### src/rtl/throttle_pkg.sv
package throttle_pkg;
  // Strobes from the window control to the datapath
  typedef struct packed {
    logic sample;  // last cycle of window: latch new decision
    logic clear;   // last cycle of window: restart per-node counts
  } ctrlStrobe_t;
endpackage

### src/rtl/throttle_ctrl.sv
module throttle_ctrl
  import throttle_pkg::*;
#(
  parameter int INTERVAL = 100000
) (
  input  logic        clk,
  input  logic        rstN,
  output ctrlStrobe_t stb
);
  localparam int CW = (INTERVAL > 1) ? $clog2(INTERVAL) : 1;
  localparam logic [CW-1:0] LAST = CW'(INTERVAL - 1);

  logic [CW-1:0] winCnt;
  logic          lastCycle;

  assign lastCycle = (winCnt == LAST);

  always_ff @(posedge clk or negedge rstN) begin
    if (!rstN)          winCnt <= '0;
    else if (lastCycle) winCnt <= '0;
    else                winCnt <= winCnt + 1'b1;
  end

  always_comb begin
    stb.sample = lastCycle;
    stb.clear  = lastCycle;
  end
endmodule

### src/rtl/throttle_gate.sv
module throttle_gate #(
  parameter int RATE_W = 4
) (
  input  logic              clk,
  input  logic              rstN,
  input  logic [RATE_W-1:0] rate,
  input  logic              req,
  output logic              gated
);
  logic [RATE_W-1:0] phase;

  always_ff @(posedge clk or negedge rstN) begin
    if (!rstN) phase <= '0;
    else       phase <= phase + 1'b1;
  end

  // first `rate` phases of each period are blocked
  assign gated = req & (phase >= rate);
endmodule

### src/rtl/throttle_datapath.sv
module throttle_datapath
  import throttle_pkg::*;
#(
  parameter int NODES       = 4,
  parameter int INTERVAL    = 100000,
  parameter int THR_W       = 8,
  parameter int CUT_W       = 8,
  parameter int RATE_W      = 4,
  parameter int RATE_SEVERE = 12,
  parameter int RATE_MID    = 8,
  parameter int RATE_MILD   = 4
) (
  input  logic                     clk,
  input  logic                     rstN,
  input  ctrlStrobe_t              stb,
  input  logic [THR_W-1:0]         starveThresh,
  input  logic [CUT_W-1:0]         ippCutoff,
  input  logic [NODES-1:0]         retirePulse,
  input  logic [NODES-1:0]         injReq,
  input  logic [NODES-1:0]         injGrant,
  output logic [NODES-1:0]         gatedReq,
  output logic [NODES*RATE_W-1:0]  rateOut,
  output logic                     congested
);
  localparam int CNT_W = $clog2(INTERVAL + 1);
  localparam int STV_W = CNT_W + THR_W + 1;
  localparam int IPP_W = CNT_W + CUT_W + 2;
  localparam logic [RATE_W-1:0] RATE_TBL [4] = '{
    RATE_W'(RATE_SEVERE), RATE_W'(RATE_MID), RATE_W'(RATE_MILD), RATE_W'(0)
  };

  logic [NODES-1:0]  overNode;
  logic [RATE_W-1:0] bandRate [NODES];
  logic [RATE_W-1:0] rateReg  [NODES];
  logic              anyOver;
  logic              congReg;

  assign anyOver   = |overNode;
  assign congested = congReg;

  for (genvar n = 0; n < NODES; n++) begin : g_node
    logic [CNT_W-1:0] starveCnt, retireCnt, pktCnt;
    logic [CNT_W-1:0] starveNext, retireNext, pktNext;
    logic [STV_W-1:0] starveScaled, starveLimit;
    logic [IPP_W-1:0] instr4, instr2, instr1, pktScaled;
    logic [1:0]       band;

    always_comb begin
      starveNext   = starveCnt + CNT_W'(gatedReq[n] & ~injGrant[n]);
      pktNext      = pktCnt    + CNT_W'(gatedReq[n] &  injGrant[n]);
      retireNext   = retireCnt + CNT_W'(retirePulse[n]);
      starveScaled = STV_W'(starveNext) << THR_W;
      starveLimit  = STV_W'(starveThresh) * STV_W'(INTERVAL);
      overNode[n]  = starveScaled > starveLimit;
      instr1       = IPP_W'(retireNext);
      instr2       = instr1 << 1;
      instr4       = instr1 << 2;
      pktScaled    = IPP_W'(ippCutoff) * IPP_W'(pktNext);
      if (instr4 < pktScaled)      band = 2'd0;
      else if (instr2 < pktScaled) band = 2'd1;
      else if (instr1 < pktScaled) band = 2'd2;
      else                         band = 2'd3;
      bandRate[n] = RATE_TBL[band];
    end

    always_ff @(posedge clk or negedge rstN) begin
      if (!rstN) begin
        starveCnt <= '0;
        retireCnt <= '0;
        pktCnt    <= '0;
      end else if (stb.clear) begin
        starveCnt <= '0;
        retireCnt <= '0;
        pktCnt    <= '0;
      end else begin
        starveCnt <= starveNext;
        retireCnt <= retireNext;
        pktCnt    <= pktNext;
      end
    end

    throttle_gate #(.RATE_W(RATE_W)) u_gate (
      .clk   (clk),
      .rstN  (rstN),
      .rate  (rateReg[n]),
      .req   (injReq[n]),
      .gated (gatedReq[n])
    );

    assign rateOut[n*RATE_W +: RATE_W] = rateReg[n];
  end

  always_ff @(posedge clk or negedge rstN) begin
    if (!rstN) begin
      congReg <= 1'b0;
      for (int n = 0; n < NODES; n++) rateReg[n] <= '0;
    end else if (stb.sample) begin
      congReg <= anyOver;
      for (int n = 0; n < NODES; n++) rateReg[n] <= anyOver ? bandRate[n] : '0;
    end
  end
endmodule

### src/rtl/inject_throttle_top.sv
module inject_throttle_top
  import throttle_pkg::*;
#(
  parameter int NODES       = 4,
  parameter int INTERVAL    = 100000,
  parameter int THR_W       = 8,
  parameter int CUT_W       = 8,
  parameter int RATE_W      = 4,
  parameter int RATE_SEVERE = 12,
  parameter int RATE_MID    = 8,
  parameter int RATE_MILD   = 4
) (
  input  logic                    clk,
  input  logic                    rstN,
  input  logic [THR_W-1:0]        starveThresh,
  input  logic [CUT_W-1:0]        ippCutoff,
  input  logic [NODES-1:0]        retirePulse,
  input  logic [NODES-1:0]        injReq,
  input  logic [NODES-1:0]        injGrant,
  output logic [NODES-1:0]        gatedReq,
  output logic [NODES*RATE_W-1:0] rateOut,
  output logic                    congested
);
  ctrlStrobe_t stb;

  throttle_ctrl #(.INTERVAL(INTERVAL)) u_ctrl (
    .clk  (clk),
    .rstN (rstN),
    .stb  (stb)
  );

  throttle_datapath #(
    .NODES(NODES), .INTERVAL(INTERVAL), .THR_W(THR_W), .CUT_W(CUT_W),
    .RATE_W(RATE_W), .RATE_SEVERE(RATE_SEVERE), .RATE_MID(RATE_MID),
    .RATE_MILD(RATE_MILD)
  ) u_dp (
    .clk          (clk),
    .rstN         (rstN),
    .stb          (stb),
    .starveThresh (starveThresh),
    .ippCutoff    (ippCutoff),
    .retirePulse  (retirePulse),
    .injReq       (injReq),
    .injGrant     (injGrant),
    .gatedReq     (gatedReq),
    .rateOut      (rateOut),
    .congested    (congested)
  );
endmodule

### config.mk
export PLATFORM = sky130hd
export DESIGN_NAME = inject_throttle_top
export DESIGN_NICKNAME = d
export VERILOG_FILES = /design/src/rtl/throttle_pkg.sv /design/src/rtl/throttle_ctrl.sv /design/src/rtl/throttle_gate.sv /design/src/rtl/throttle_datapath.sv /design/src/rtl/inject_throttle_top.sv
export SDC_FILE = /design/constraint.sdc
export NUM_CORES = 2
export LEC_CHECK = 0
export ABC_AREA = 0
export CAP_MARGIN = 40
export CORE_UTILIZATION = 24
export DETAILED_ROUTE_END_ITERATION = 8
export DONT_BUFFER_PORTS = 1
export GPL_ROUTABILITY_DRIVEN = 0
export HOLD_SLACK_MARGIN = 0.02
export MAX_ROUTING_LAYER = met4
export PLACE_DENSITY = 0.34
export SLEW_MARGIN = 40
export SYNTH_ARGS = -nofsm -noshare
export SYNTH_HDL_FRONTEND = slang
export SYNTH_SLANG_ARGS = --single-unit
### constraint.sdc
create_clock -name clk -period 9.53 [get_ports clk]
set_input_delay 0.4765 -clock clk [delete_from_list [all_inputs] [get_ports clk]]
set_output_delay 0.4765 -clock clk [all_outputs]
set_load 0.02 [all_outputs]
==> results.json <==
{
  "intPower_w": 0.00512,
  "grt_start_max_net_pins": 247,
  "syn_area_sq_mm": 0.0363,
  "min_from": "retirePulse[3]",
  "hold_violations": 0,
  "synthSimpleGateAreaFrac_pct": 21.8,
  "crit_path_start_kind": "flip-flop",
  "hp-class": "in -> reg",
  "yosysTopAreaCell": "fa_1",
  "slew_headroom_pct": 46.0,
  "power_switching_w": 0.00490,
  "wl_um": 95500,
  "synthFlopType": "dfrtp_1",
  "max_stage_delay_ns": 0.57,
  "drt_iter0_drc": 885,
  "synthAdderAreaFrac_pct": 39.1,
  "synth_top_family_by_area": "adder cells",
  "dieArea_sq_mm": 0.153,
  "outcome": "finished clean",
  "yosysSeqAreaShare_pct": 17.0,
  "antenna_left": 0,
  "root_buffer": "clkbuf_16",
  "final_cell_area_sq_mm": 0.0404,
  "overflow": 0,
  "fmax_mhz": 115,
  "async_reset_ff_share_pct": 100,
  "period_needed_ns": 8.71,
  "finalSetupViolCount": 0,
  "critPathCaptureType": "flip-flop",
  "synth_area_leaders": "fa_1, ha_1, dfrtp_1, nor2b_1, inv_1",
  "finalClockSkew_ns": 0.0328,
  "core_sq_mm": 0.150,
  "grt_pass1_wl_um": 159000,
  "pin_count": 51,
  "die_height_um": 391,
  "syn_area_per_cell_sq_um": 9.21,
  "path_delay_family": "adder cells",
  "clk_path_buf_depth": 3,
  "crit_path_start": "u_dp.rateOut[14]",
  "rsz0062_at_grt": "no",
  "synth_edf_count": 0,
  "synth-compound-area-share_pct": 8.96,
  "power_density_mw_per_mm2": 248,
  "synthDistinctLibCells": 77,
  "yosysMostFrequentCell": "ha_1",
  "critical_path_arrival_ns": 9.17,
  "cts_buffers": 39,
  "swShare_pct": 48.9,
  "port_buffers": 0,
  "post_cts_buffers": 0,
  "syn-instance-count": 3935,
  "ir_worst_vdd_mv": 0.151,
  "cp.required_ns": 9.99,
  "synth_mux_area_share_pct": 0.280,
  "multi_input_area_sq_mm": 0.0280,
  "crit_type": "reg -> reg",
  "drc": 0,
  "wl_per_cell_um": 15.9,
  "ff_latch_area_sq_mm": 0.00616,
  "via_count": 26154,
  "avgViaCountPerCell": 4.35,
  "clock-sinks": 246,
  "maxCapViolCount": 0,
  "crit_buf_inv": 2,
  "finalCritPeriodShare_pct": 91.4,
  "power_w": 0.0100,
  "synthXorXnorAreaFrac_pct": 6.69,
  "synth_seq_cells": 246,
  "antenna_found_initial": 7,
  "synth_top_cell_area_share_pct": 20.5,
  "nets": 4896,
  "ys_warn_count": 0,
  "crit_fanout": 9,
  "r2r_start": "u_dp.rateOut[14]",
  "die_x_um": 391,
  "synthTopCellsByCount": "ha_1, inv_1, nor2b_1",
  "initial_core_util_pct": 24.2,
  "insertion_delay_ns": 0.61,
  "area_growth_pct": 11.5,
  "dr.pass1.iters": 5,
  "htreeDepth": 2,
  "finalMaxSlewViolations": 0,
  "power_leakage_nw": 19.8,
  "cp_slowest_cell": "fa_1",
  "fillers": 16156,
  "tightestPinTransition_ns": 0.807,
  "p_comb_share_pct": 72.0,
  "holdWs_ns": 0.224,
  "cts_tree": "built",
  "power_frac_seq_pct": 13.1,
  "p_clk_share_pct": 14.9,
  "setup_tns_ns": 0,
  "grt_pass1_vias": 28374,
  "track_usage_pct": 13.3,
  "clk_pin_slew_ns": 0.06,
  "dpl_cell_area_sq_mm": 0.0390,
  "dp_hpwl_um": 72600,
  "rrSetupSlack_ns": 0.82,
  "num_rows": 142,
  "drive_above_1_share_pct": 4.41
}
## power groups by stage
stage / clock network, W / registers, W / logic, W
after floorplan: 0 / 0.00129 / 0.00550
after global placement: 0 / 0.00133 / 0.00733
after detailed placement: 0 / 0.00132 / 0.00734
after CTS: 0.00158 / 0.00131 / 0.00743
after global routing: 0.00161 / 0.00133 / 0.00850
final: 0.00150 / 0.00131 / 0.00722
## area by class of cell
cell class | count | share of cell area (%)
Antenna cell | 6 | 0.0371
Clock buffer | 53 | 2.69
Clock inverter | 16 | 0.511
Inverter | 481 | 4.46
Multi-Input combinational cell | 3114 | 69.1
Sequential cell | 246 | 15.2
Tap cell | 2016 | 6.24
Timing Repair Buffer | 81 | 1.70
## cell families (layout without fill, tap and decap cells)
kind of cell,count (synthesis),after routing
adders and majority gates,912,912
xor gates and xnor gates,277,277
muxes,10,10
AOI/OAI and AO/OA,487,487
DFF,246,246
buffers and inverters,582,631
and+or+nand+nor,1420,1420
other,1,14
## timing repair
action                     CTS  global route
hold endpoints to repair   246            63
setup endpoints to repair    0             4
hold buffers                 1             1
resized for setup            0             5
## layer usage
metal | track usage, % | up-vias | part of all wire (%) | wire length [um]
met2 | 22.3 | 156 | 48 | 45800
met5 | - | - | 0 | 0
met1 | 17.2 | 12835 | 48 | 45900
met4 | 2.80 | 0 | 1.9 | 1780
met3 | 1.46 | 68 | 2.1 | 2030
li1 | - | 13095 | - | -
## cells in the final DEF (no fill, tap or decap), drive strengths merged, types with 8 or more instances in the layout
cell type,count
nand2,159
and3,42
and4,18
o211ai,20
ha,531
clkinv,9
a31oi,18
a211oi,34
xor2,139
a2111oi,12
conb,8
dfrtp,246
xnor2,138
o21bai,14
a21o,56
fa,372
a21oi,124
nand3,127
maj3,9
nor2b,460
inv,482
clkbuf,53
nor3,32
nand4,60
nor4,12
o21a,28
nand2b,45
nor2,189
a211o,14
mux2i,9
or2,14
and2,229
or3,11
o21ai,94
buf,80
## state kept, by name, summed over array words and instances (netlist names)
name and count:
u_ctrl.winCnt 17, u_dp.congested 1, u_dp.g_node.pktCnt 68, u_dp.g_node.retireCnt 68, u_dp.g_node.starveCnt 68, u_dp.g_node.u_gate.phase 16, u_dp.rateOut 8
## per-stage QoR
stage	std cells	setup WS, ns	utilization (%)
after floorplan	3942	1.53	-
after CTS	6003	0.370	26.9
after global placement	5933	0.506	26.0
after global routing	6009	0.0101	27.0
final	6013	0.818	27.0
after detailed placement	5933	0.375	26.0
## path summary, 6_finish.rpt
| path | depth (start not counted) | end |
|---|---|---|
| max in group asynchronous | 3 | u_dp.g_node[0].retireCnt[13] |
| setup reg to reg | 34 | u_dp.rateOut[15] |
| setup / recovery | 34 | u_dp.rateOut[15] |
| hold / removal | 2 | u_dp.g_node[3].retireCnt[0] |
| hold reg to reg | 1 | u_ctrl.winCnt[4] |
| min in group asynchronous | 2 | u_dp.g_node[2].retireCnt[5] |
Note: power is estimated with default switching activity, not from simulation.
